[src/rtl/gddr_init_pkg.sv]
package gddr_init_pkg;
  typedef enum logic [3:0] {
    ST_IDLE, ST_RES_LOW, ST_ATH, ST_RES_WAIT, ST_PRE1, ST_EMR, ST_MR,
    ST_PRE2, ST_REF1, ST_REF2, ST_FINAL, ST_DONE
  } init_st_e;

  typedef enum logic [2:0] {CMD_DESEL, CMD_NOP, CMD_PRE, CMD_MRS, CMD_REF} cmd_e;
endpackage

[src/rtl/init_wait_cnt.sv]
module init_wait_cnt #(
  parameter int unsigned W = 8
) (
  input  logic         clk_i,
  input  logic         rst_ni,
  input  logic         load_i,
  input  logic [W-1:0] val_i,
  output logic         zero_o
);
  logic [W-1:0] cnt_q;

  always_ff @(posedge clk_i or negedge rst_ni) begin
    if (!rst_ni)             cnt_q <= '0;
    else if (load_i)         cnt_q <= val_i;
    else if (cnt_q != '0)    cnt_q <= cnt_q - 1'b1;
  end

  assign zero_o = (cnt_q == '0);

  // a loaded count never reports zero on the following cycle unless it was zero
  a_r6_cnt_load: assert property (@(posedge clk_i) disable iff (!rst_ni)
    load_i |=> (zero_o == ($past(val_i) == '0)));
endmodule

[src/rtl/init_cmd_enc.sv]
module init_cmd_enc
  import gddr_init_pkg::*;
(
  input  cmd_e cmd_i,
  output logic cs_no,
  output logic ras_no,
  output logic cas_no,
  output logic we_no
);
  always_comb begin
    unique case (cmd_i)
      CMD_NOP: {cs_no, ras_no, cas_no, we_no} = 4'b0111;
      CMD_PRE: {cs_no, ras_no, cas_no, we_no} = 4'b0010;
      CMD_MRS: {cs_no, ras_no, cas_no, we_no} = 4'b0000;
      CMD_REF: {cs_no, ras_no, cas_no, we_no} = 4'b0001;
      default: {cs_no, ras_no, cas_no, we_no} = 4'b1111;
    endcase
  end
endmodule

[src/rtl/gddr_init_seq.sv]
module gddr_init_seq
  import gddr_init_pkg::*;
#(
  parameter int unsigned CLK_MHZ = 200,
  parameter int unsigned WAIT_US = 200,
  parameter int unsigned PWR_CYC = WAIT_US * CLK_MHZ,
  parameter int unsigned RES_CYC = WAIT_US * CLK_MHZ,
  parameter int unsigned ATH_CYC = 4,
  parameter int unsigned DLL_CYC = 5000,
  parameter int unsigned T_RP    = 8,
  parameter int unsigned T_MRD   = 4,
  parameter int unsigned T_RFC   = 32,
  parameter int unsigned BA_W    = 3,
  parameter int unsigned A_W     = 12,
  parameter logic [A_W-1:0] EMR_CODE = '0,
  parameter logic [A_W-1:0] MR_CODE  = '0
) (
  input  logic            clk_i,
  input  logic            rst_ni,
  input  logic            pwr_ok_i,
  input  logic            term_full_i,
  output logic            res_o,
  output logic            cke_o,
  output logic            cs_no,
  output logic            ras_no,
  output logic            cas_no,
  output logic            we_no,
  output logic [BA_W-1:0] ba_o,
  output logic [A_W-1:0]  addr_o,
  output logic            done_o
);
  localparam int unsigned AP_BIT  = 8;  // precharge-all select
  localparam int unsigned DLL_BIT = 8;  // DLL reset in base mode register
  localparam int unsigned M0 = (PWR_CYC > RES_CYC) ? PWR_CYC : RES_CYC;
  localparam int unsigned M1 = (M0 > DLL_CYC) ? M0 : DLL_CYC;
  localparam int unsigned M2 = (M1 > T_RFC) ? M1 : T_RFC;
  localparam int unsigned M3 = (T_RP > T_MRD) ? T_RP : T_MRD;
  localparam int unsigned M4 = (M3 > ATH_CYC) ? M3 : ATH_CYC;
  localparam int unsigned MAXC = (M2 > M4) ? M2 : M4;
  localparam int unsigned CNT_W = $clog2(MAXC + 1);

  init_st_e st_q, st_d;
  logic     term_q;
  logic     ld, dll_ld, cnt_zero, dll_zero;
  logic [CNT_W-1:0] ld_val;
  cmd_e     cmd;

  init_wait_cnt #(.W(CNT_W)) u_gap_cnt (
    .clk_i, .rst_ni, .load_i(ld), .val_i(ld_val), .zero_o(cnt_zero));

  init_wait_cnt #(.W(CNT_W)) u_dll_cnt (
    .clk_i, .rst_ni, .load_i(dll_ld), .val_i(CNT_W'(DLL_CYC - 1)), .zero_o(dll_zero));

  init_cmd_enc u_enc (.cmd_i(cmd), .cs_no, .ras_no, .cas_no, .we_no);

  always_comb begin
    st_d   = st_q;
    ld     = 1'b0;
    ld_val = '0;
    dll_ld = 1'b0;
    unique case (st_q)
      ST_IDLE:     if (pwr_ok_i) begin st_d = ST_RES_LOW; ld = 1'b1; ld_val = CNT_W'(PWR_CYC - 1); end
      ST_RES_LOW:  if (cnt_zero) begin st_d = ST_ATH;     ld = 1'b1; ld_val = CNT_W'(ATH_CYC - 1); end
      ST_ATH:      if (cnt_zero) begin st_d = ST_RES_WAIT; ld = 1'b1; ld_val = CNT_W'(RES_CYC - 1); end
      ST_RES_WAIT: if (cnt_zero) st_d = ST_PRE1;
      ST_PRE1:     if (cnt_zero) begin st_d = ST_EMR;  ld = 1'b1; ld_val = CNT_W'(T_RP - 1); end
      ST_EMR:      if (cnt_zero) begin st_d = ST_MR;   ld = 1'b1; ld_val = CNT_W'(T_MRD - 1); end
      ST_MR:       if (cnt_zero) begin st_d = ST_PRE2; ld = 1'b1; ld_val = CNT_W'(T_MRD - 1); dll_ld = 1'b1; end
      ST_PRE2:     if (cnt_zero) begin st_d = ST_REF1; ld = 1'b1; ld_val = CNT_W'(T_RP - 1); end
      ST_REF1:     if (cnt_zero) begin st_d = ST_REF2; ld = 1'b1; ld_val = CNT_W'(T_RFC - 1); end
      ST_REF2:     if (cnt_zero) begin st_d = ST_FINAL; ld = 1'b1; ld_val = CNT_W'(T_RFC - 1); end
      ST_FINAL:    if (cnt_zero && dll_zero) st_d = ST_DONE;
      default:     st_d = st_q;
    endcase
  end

  always_ff @(posedge clk_i or negedge rst_ni) begin
    if (!rst_ni) begin
      st_q   <= ST_IDLE;
      term_q <= 1'b0;
    end else begin
      st_q <= st_d;
      if (st_q == ST_IDLE && pwr_ok_i) term_q <= term_full_i;
    end
  end

  // command bus: commands fire on the cycle the gap counter reads zero
  always_comb begin
    cmd    = CMD_DESEL;
    ba_o   = '0;
    addr_o = '0;
    if (cnt_zero) begin
      unique case (st_q)
        ST_PRE1, ST_PRE2: begin cmd = CMD_PRE; addr_o[AP_BIT] = 1'b1; end
        ST_EMR:  begin cmd = CMD_MRS; ba_o = BA_W'(1); addr_o = EMR_CODE; end
        ST_MR:   begin cmd = CMD_MRS; addr_o = MR_CODE; addr_o[DLL_BIT] = 1'b1; end
        ST_REF1, ST_REF2: cmd = CMD_REF;
        default: cmd = CMD_DESEL;
      endcase
    end
  end

  assign res_o  = !(st_q inside {ST_IDLE, ST_RES_LOW});
  assign cke_o  = (st_q == ST_IDLE) ? 1'b0 :
                  (st_q inside {ST_RES_LOW, ST_ATH}) ? term_q : 1'b1;
  assign done_o = (st_q == ST_DONE);

  a_r2_cs_high_res_low: assert property (@(posedge clk_i) disable iff (!rst_ni)
    !res_o |-> cs_no);
  a_r2_res_no_fall: assert property (@(posedge clk_i) disable iff (!rst_ni)
    res_o |=> res_o);
  a_r3_cke_stable_at_rise: assert property (@(posedge clk_i) disable iff (!rst_ni)
    $rose(res_o) |-> (cke_o == $past(cke_o)));
  a_r4_cmd_needs_cke: assert property (@(posedge clk_i) disable iff (!rst_ni)
    !cs_no |-> (cke_o && res_o));
  a_r7_done_after_dll: assert property (@(posedge clk_i) disable iff (!rst_ni)
    done_o |-> (dll_zero && cnt_zero));
  a_r8_done_sticky: assert property (@(posedge clk_i) disable iff (!rst_ni)
    done_o |=> (done_o && cs_no));
endmodule

[config.mk]
export PLATFORM = sky130hd
export DESIGN_NAME = gddr_init_seq
export DESIGN_NICKNAME = d
export VERILOG_FILES = /design/src/rtl/gddr_init_pkg.sv /design/src/rtl/init_wait_cnt.sv /design/src/rtl/init_cmd_enc.sv /design/src/rtl/gddr_init_seq.sv
export SDC_FILE = /design/constraint.sdc
export NUM_CORES = 1
export LEC_CHECK = 0
export ABC_AREA = 0
export ABC_CLOCK_PERIOD_IN_PS = 5200
export BUFFER_PORTS_ARGS = -buffer_cell sky130_fd_sc_hd__buf_2
export CORE_MARGIN = 1.5
export CORE_UTILIZATION = 45
export CTS_BUF_LIST = sky130_fd_sc_hd__clkbuf_8 sky130_fd_sc_hd__clkbuf_16
export DETAILED_ROUTE_END_ITERATION = 8
export SYNTH_ARGS = -nofsm -noshare
export SYNTH_HDL_FRONTEND = slang
export SYNTH_SLANG_ARGS = --single-unit
[constraint.sdc]
create_clock -name clk_i -period 5.2 [get_ports clk_i]
set_input_delay 0.26 -clock clk_i [delete_from_list [all_inputs] [get_ports clk_i]]
set_output_delay 0.26 -clock clk_i [all_outputs]
set_load 0.05 [all_outputs]
==> metrics.md, run 1 <==
| Metric | Value |
|---|---|
| Clock Pin Slew Worst Setup and Hold Paths | `80 ps` |
| CP startpoint | `u_gap_cnt.cnt_q[0]$_DFFE_PN0P_` |
| Max Used Layer | `met4` |
| GPL Wtd Cong | `0.826` |
| Leakage Power | `1.14 nW` |
| Crit Path Max Fanout | `13` |
| Die height | `75.0 um` |
| Max Cap Viol | `0` |
| Avg Inst Size Synth | `9.07 sq um` |
| Final Max Slew Viols | `0` |
| Combinational family with the most area after synthesis | `simple AND/OR/NAND/NOR gates` |
| IO buf count | `12` |
| Layout Skew | `6.90 ps` |
| Antenna diode count | `0` |
| Crit path largest cell delay | `530 ps` |
| Power per cell area | `346 mW/mm^2` |
| Metal3 WL | `195 um` |
| CTS tree | `yes` |
| CTS sink count | `37` |
| Setup bufs post-CTS | `0` |
| Fin nets | `275` |
| Crit path cell chain | `inv_1, ha_1, nor4b_1, and4_1, nand2_1, nor3b_1, buf_2` |
| Reg2reg setup slack | `2830 ps` |
| Vias in the first global route | `1631` |
| WP data required | `4940 ps` |
| CP Buf/Inv Count | `2` |
| Drt pass-1 iters | `4` |
| Post-synthesis compound-gate area fraction | `0.123` |
| Worst path arrival time | `2510 ps` |
| Most frequent cells in the layout | `dfrtp_1 (37), nor2_1 (35), nand2_1 (24)` |
| Pre-CTS setup slack | `2750 ps` |
| Placed Area | `0.00240 sq mm` |
| Global-route usage over all layers | `0.184` |
| Crit end category | `primary output` |
| Synth Area in XOR/XNOR | `0.0751` |
| # rows | `26` |
| Syn Std Cell Area | `0.00233 sq mm` |
| I/O Pins | `26` |
| Period utilization | `0.532` |
| Antenna violations before repair | `0` |
| R2R cell count | `7` |
| Worst setup margin | `2430 ps` |
| Synth unique cells | `49` |
| Global-route wire length before repair | `7820 um` |
| Full die area | `0.00562 sq mm` |
| Final Hold Slack | `58.9 ps` |
| Syn Inst Count | `257` |
| Clock tree buffer depth | `2` |
| Critical path's top delay family | `simple AND/OR/NAND/NOR gates` |
| Area Growth Syn to Fin | `7.99%` |
| Slew at the pin closest to its max-slew limit | `818 ps` |
| Sequential share of the synthesized area | `0.397` |
| R2R Path End | `u_gap_cnt.cnt_q[11]$_DFFE_PN0P_` |
| Final core occ | `0.500` |
| Commonest non-fill, non-tap cell in the layout | `dfrtp_1` |
| Final wirelength | `4610 um` |
| Syn. warnings | `0` |
| Ys flop type | `dfrtp_1` |
| Met2 Wirelength | `1940 um` |
| #FFs+latches synth | `37` |
| HP Class | `in -> async` |
| Routed vias/inst | `5.32` |
| Drt drc | `0` |
| Fin cells | `339` |
| Simple-gate area share of the yosys netlist | `0.298` |
| Placed cell count | `331` |
| Setup TNS | `0 ps` |
| Hold Buf Count CTS | `0` |
| Share of synthesized registers carrying an async set or reset | `1.00` |
| Overall power | `0.873 mW` |
| Largest net degree at the start of global routing | `38` |
| Adder-cell share of the synthesized area | `0.0204` |
| Outcome | `finished clean` |
| Final setup fails | `0` |
| M1 WL | `2420 um` |
| Post-cts resize count | `0` |
| Final instance area | `0.00252 sq mm` |
| Hold Fails Final Rpt | `0` |
| Initial DRC count | `67` |
| Rel. slew slack | `0.455` |
| Routed len/inst | `13.6 um` |
| Max IR drop VDD | `0.185 mV` |
| Critical Path Start Type | `flop` |
| CTS Root Cell | `clkbuf_8` |
| Die X | `75.0 um` |
| Fmax achieved | `0.361 GHz` |
| Placeable Area | `0.00504 sq mm` |
| WP depth | `7` |
| Cts bufs inserted | `5` |
| Starting Density | `0.463` |
| Period minus WS final | `2770 ps` |
| EDFF count, synth | `0` |
| Clk_lat worst skew | `290 ps` |
| H-tree levels | `2` |
| Worst Setup EP | `ba_o[0]` |
| Grt ovf | `0` |
| Multiplexer share of the synthesized area | `0.0225` |
| Slowest library cell on the worst path | `and4_1` |
| ANT nets after route | `0` |
| R2R Path Start | `u_gap_cnt.cnt_q[0]$_DFFE_PN0P_` |
| Via count | `1805` |
| RSZ-0062 raised after global routing | `false` |
| DP Wirelength | `3260 um` |
| CP Class | `reg -> out` |
| Layout cells sized above 1 | `0.145` |
power by group:
part           leakage [nW]  switching [mW]  internal [mW]
registers             0.484          0.0665          0.331
clock network        0.0574           0.106          0.156
logic                 0.593           0.128         0.0851
total                  1.14           0.300          0.572
cell type report:
class / count / area, sq um
multi-input combinational: 207 / 1310
fill: 505 / 2520
inverter: 5 / 18.8
clock inverter: 2 / 37.5
clock buffer: 6 / 82.6
sequential: 37 / 926
tap: 70 / 87.6
timing repair buffer: 12 / 60.1
worst register-to-register path: stages (launching register included):
cell,delay [ps]
dfrtp_1,410
inv_1,110
ha_1,240
nor4b_1,300
nand4_1,450
o21ai_2,480
nor2_1,100
o22a_1,190
how the worst min path moves through the flow:
| stage | from | end | slack [ps] |
|---|---|---|---|
| 2_1_floorplan | rst_ni | st_q[0]$_DFFE_PN0P_ | -40 |
| 3_3_place_gp | rst_ni | u_dll_cnt.cnt_q[15]$_DFFE_PN0P_ | 410 |
| 3_5_place_dp | rst_ni | u_dll_cnt.cnt_q[5]$_DFFE_PN0P_ | 410 |
| 4_1_cts | rst_ni | u_gap_cnt.cnt_q[14]$_DFFE_PN0P_ | 90 |
| 5_1_grt | rst_ni | u_gap_cnt.cnt_q[14]$_DFFE_PN0P_ | 140 |
| 6_report | rst_ni | u_dll_cnt.cnt_q[5]$_DFFE_PN0P_ | 60 |
kinds of logic (layout without fill, tap and decap cells):
| family | count (synthesis) | in the layout |
|---|---|---|
| AO/OA/AOI/OAI | 43 | 43 |
| XOR/XNOR | 20 | 20 |
| adder cells (fa/ha/maj) | 4 | 4 |
| buffers and inverters | 25 | 25 |
| flip-flops | 37 | 37 |
| multiplexers | 5 | 5 |
| other | 1 | 13 |
| AND/OR/NAND/NOR | 122 | 122 |
sequential cells by signal, summed over array words and instances (netlist names):
register and flops:
st_q 4, u_dll_cnt.cnt_q 16, term_q 1, u_gap_cnt.cnt_q 16
synthesized netlist by cell type, types with 2 or more instances:
| cell | instances | area share |
|---|---|---|
| buf_2 | 2 | 0.0043 |
| nor4_1 | 6 | 0.016 |
| mux2i_1 | 3 | 0.013 |
| nand2_1 | 24 | 0.039 |
| mux2_2 | 2 | 0.0097 |
| nand4_1 | 2 | 0.0054 |
| nor3_1 | 10 | 0.021 |
| nand2b_1 | 2 | 0.0054 |
| o21a_1 | 2 | 0.0064 |
| nor4_2 | 3 | 0.016 |
| o311ai_4 | 2 | 0.023 |
| nor4b_1 | 3 | 0.011 |
| or3_2 | 4 | 0.013 |
| nor2b_1 | 4 | 0.011 |
| xor2_1 | 7 | 0.026 |
| or3_1 | 4 | 0.011 |
| nand3_1 | 5 | 0.011 |
| or2_1 | 2 | 0.0054 |
| dfrtp_1 | 37 | 0.40 |
| clkbuf_1 | 5 | 0.0080 |
| o21ai_0 | 17 | 0.036 |
| xnor2_1 | 13 | 0.049 |
| or4_1 | 3 | 0.0097 |
| o31ai_1 | 5 | 0.016 |
| ha_1 | 3 | 0.016 |
| or4_4 | 2 | 0.0097 |
| inv_1 | 5 | 0.0080 |
| a21oi_1 | 11 | 0.024 |
| nor3b_1 | 2 | 0.0064 |
| nor2_1 | 35 | 0.056 |
| buf_4 | 13 | 0.042 |
| o21ai_1 | 2 | 0.0043 |
per-layer routing:
metal,vias up,global-route usage
met5,-,0
met4,0,0.0606
met3,5,0.0442
met2,44,0.260
met1,849,0.275
li1,907,-
No activity file was read; power rests on OpenSTA's default activity.
==> run 2, diff against run 1 <==
Settings changed: ABC_CLOCK_PERIOD_IN_PS 5200 to 2240, PLACE_DENSITY from default to 0.66.
Clock period 5.2 ns to 2.24 ns, I/O delays scaled along.
==> run 2 against run 1 <==
Compared with the run above: sequential share of layout area down 2.6 points; clock skew up 4.2 ps; count of clock-buffer cells in the layout unchanged; global-route usage up 0.38 points; critical path type unchanged; setup slack worse by 2300 ps; via count up 3.3%; critical endpoint is now cas_no.
==> metrics.md, run 2 (synthesis results as in run 1) <==
| Metric | Value |
|---|---|
| Outcome | `finished clean` |
| RSZ-0062 raised after global routing | `false` |
| Slowest library cell on the worst path | `dfrtp_1` |
| Hold_sp | `term_full_i` |
| Layout Skew | `11.1 ps` |
| Sw Share | `0.339` |
| Crit path cell chain | `inv_1, ha_1, nor4b_4, and4_4, buf_4, o21ai_0, buf_2` |
| Sequential power share | `0.432` |
| Clock Pin Slew Worst Setup and Hold Paths | `70 ps` |
| Sw Pwr | `0.709 mW` |
| Crit path largest cell delay | `410 ps` |
| Area Growth Syn to Fin | `16.3%` |
| H-tree levels | `2` |
| Clk pwr share | `0.287` |
| Pre-CTS setup slack | `102 ps` |
| Placeable Area | `0.00504 sq mm` |
| Global-route usage over all layers | `0.188` |
| IO buf count | `12` |
| Final core occ | `0.538` |
| Crit end category | `primary output` |
| Largest net degree at the start of global routing | `38` |
| DP Wirelength | `3500 um` |
| Overall power | `2.09 mW` |
| Critical Path Start Type | `flop` |
| Worst setup margin | `143 ps` |
| Leakage Power | `1.25 nW` |
| Vias in the first global route | `1712` |
| Via count | `1865` |
| Routed len/inst | `13.5 um` |
| CTS tree | `yes` |
| Rel. slew slack | `0.444` |
| Fmax achieved | `0.477 GHz` |
| Final Max Slew Viols | `0` |
| GPL Wtd Cong | `0.809` |
| Clock tree buffer depth | `2` |
| Drt pass-1 iters | `4` |
| Antenna diode count | `0` |
| Commonest non-fill, non-tap cell in the layout | `dfrtp_1` |
| Fin nets | `294` |
| Routed vias/inst | `5.21` |
| Die height | `75.0 um` |
| Global-route wire length before repair | `8020 um` |
| Regs by FF count | `u_dll_cnt.cnt_q: 16 flops, u_gap_cnt.cnt_q: 16 flops, st_q: 4 flops` |
| Most frequent cells in the layout | `dfrtp_1 (37), nor2_1 (35), nand2_1 (23)` |
| Hold path cells | `2` |
| Grt ovf | `0` |
| CTS Root Cell | `clkbuf_8` |
| Final instance area | `0.00271 sq mm` |
| R2R Path End | `u_dll_cnt.cnt_q[7]$_DFFE_PN0P_` |
| # rows | `26` |
| Hold Fails Final Rpt | `0` |
| Cts bufs inserted | `5` |
| Worst Setup EP | `cas_no` |
| Antenna violations before repair | `0` |
| Max IR drop VDD | `0.441 mV` |
| Placed Area | `0.00252 sq mm` |
| R2R cell count | `7` |
| R2R Path Start | `u_dll_cnt.cnt_q[0]$_DFFE_PN0P_` |
| Setup TNS | `0 ps` |
| CTS sink count | `37` |
| Layout cells sized above 1 | `0.215` |
| Reg2reg setup slack | `150 ps` |
| Full die area | `0.00562 sq mm` |
| Clk_lat worst skew | `300 ps` |
| Starting Density | `0.463` |
| Gate power share | `0.281` |
| CP startpoint | `u_gap_cnt.cnt_q[0]$_DFFE_PN0P_` |
| Final wirelength | `4840 um` |
| ANT nets after route | `0` |
| Slew at the pin closest to its max-slew limit | `835 ps` |
| Die X | `75.0 um` |
| Period minus WS final | `2100 ps` |
| I/O Pins | `26` |
| Period utilization | `0.936` |
| Drt drc | `0` |
| HP Class | `in -> reg` |
| Initial DRC count | `47` |
| Power per cell area | `772 mW/mm^2` |
| CP Class | `reg -> out` |
| Worst path arrival time | `1990 ps` |
| Max Cap Viol | `0` |
| WP data required | `2130 ps` |
| Final setup fails | `0` |
| Cell internal pwr | `1.38 mW` |
| Crit Path Max Fanout | `5` |
## run 2: cell type report
class	count	area, sq um
clock buffer	6	82.6
clock inverter	2	33.8
fill	478	2330
inverter	5	18.8
multi-input combinational	207	1350
sequential	37	926
tap	70	87.6
timing repair buffer	31	214
## run 2: power by group through the flow
stage / Combinational, mW / Sequential, mW / Clock (mW)
after CTS: 0.588 / 0.902 / 0.615
after global routing: 0.652 / 0.919 / 0.642
after detailed placement: 0.579 / 0.915 / 0
after floorplan: 0.457 / 0.881 / 0
after global placement: 0.574 / 0.912 / 0
final: 0.587 / 0.904 / 0.602
## run 2: worst min path at each step
| stage | end | slack (ps) |
|---|---|---|
| floorplan | st_q[0]$_DFFE_PN0P_ | -180 |
| global placement | u_dll_cnt.cnt_q[13]$_DFFE_PN0P_ | 260 |
| detailed placement | u_dll_cnt.cnt_q[14]$_DFFE_PN0P_ | 260 |
| CTS | term_q$_DFFE_PN0P_ | 50 |
| global route | term_q$_DFFE_PN0P_ | 50 |
| finish | term_q$_DFFE_PN0P_ | 50 |
## run 2: per-stage QoR
stage,cells,hold slack (ps)
after global placement,344,265
after detailed placement,344,259
after global routing,358,51.4
after floorplan,269,-184
after CTS,353,47.7
final,358,54.5
## run 2: routing by layer
| layer | global-route usage | vias up | share of wire | wire (um) |
|---|---|---|---|---|
| met2 | 0.290 | 28 | 0.47 | 2270 |
| met3 | 0.0295 | 7 | 0.026 | 128 |
| met4 | 0.0788 | 0 | 0.019 | 93 |
| met5 | 0 | - | 0 | 0 |
| li1 | - | 938 | - | - |
| met1 | 0.262 | 892 | 0.48 | 2340 |
## run 2: critical path, delay by kind of cell (launching register included)
family	cells	cell delay, ps
adders and majority gates	1	190
AOI/OAI and AO/OA	1	80
DFF	1	410
buffers and inverters	3	470
and+or+nand+nor	2	540
## run 2: what timing repair did
| item | 4_1_cts | 5_1_grt |
|---|---|---|
| endpoints found under the hold margin | 37 | 0 |
| endpoints found under the setup margin | 5 | 3 |
| resized for setup | 3 | 6 |
| setup buffers | 0 | 5 |
| hold buffers | 1 | 0 |
| pin swaps | 0 | 1 |
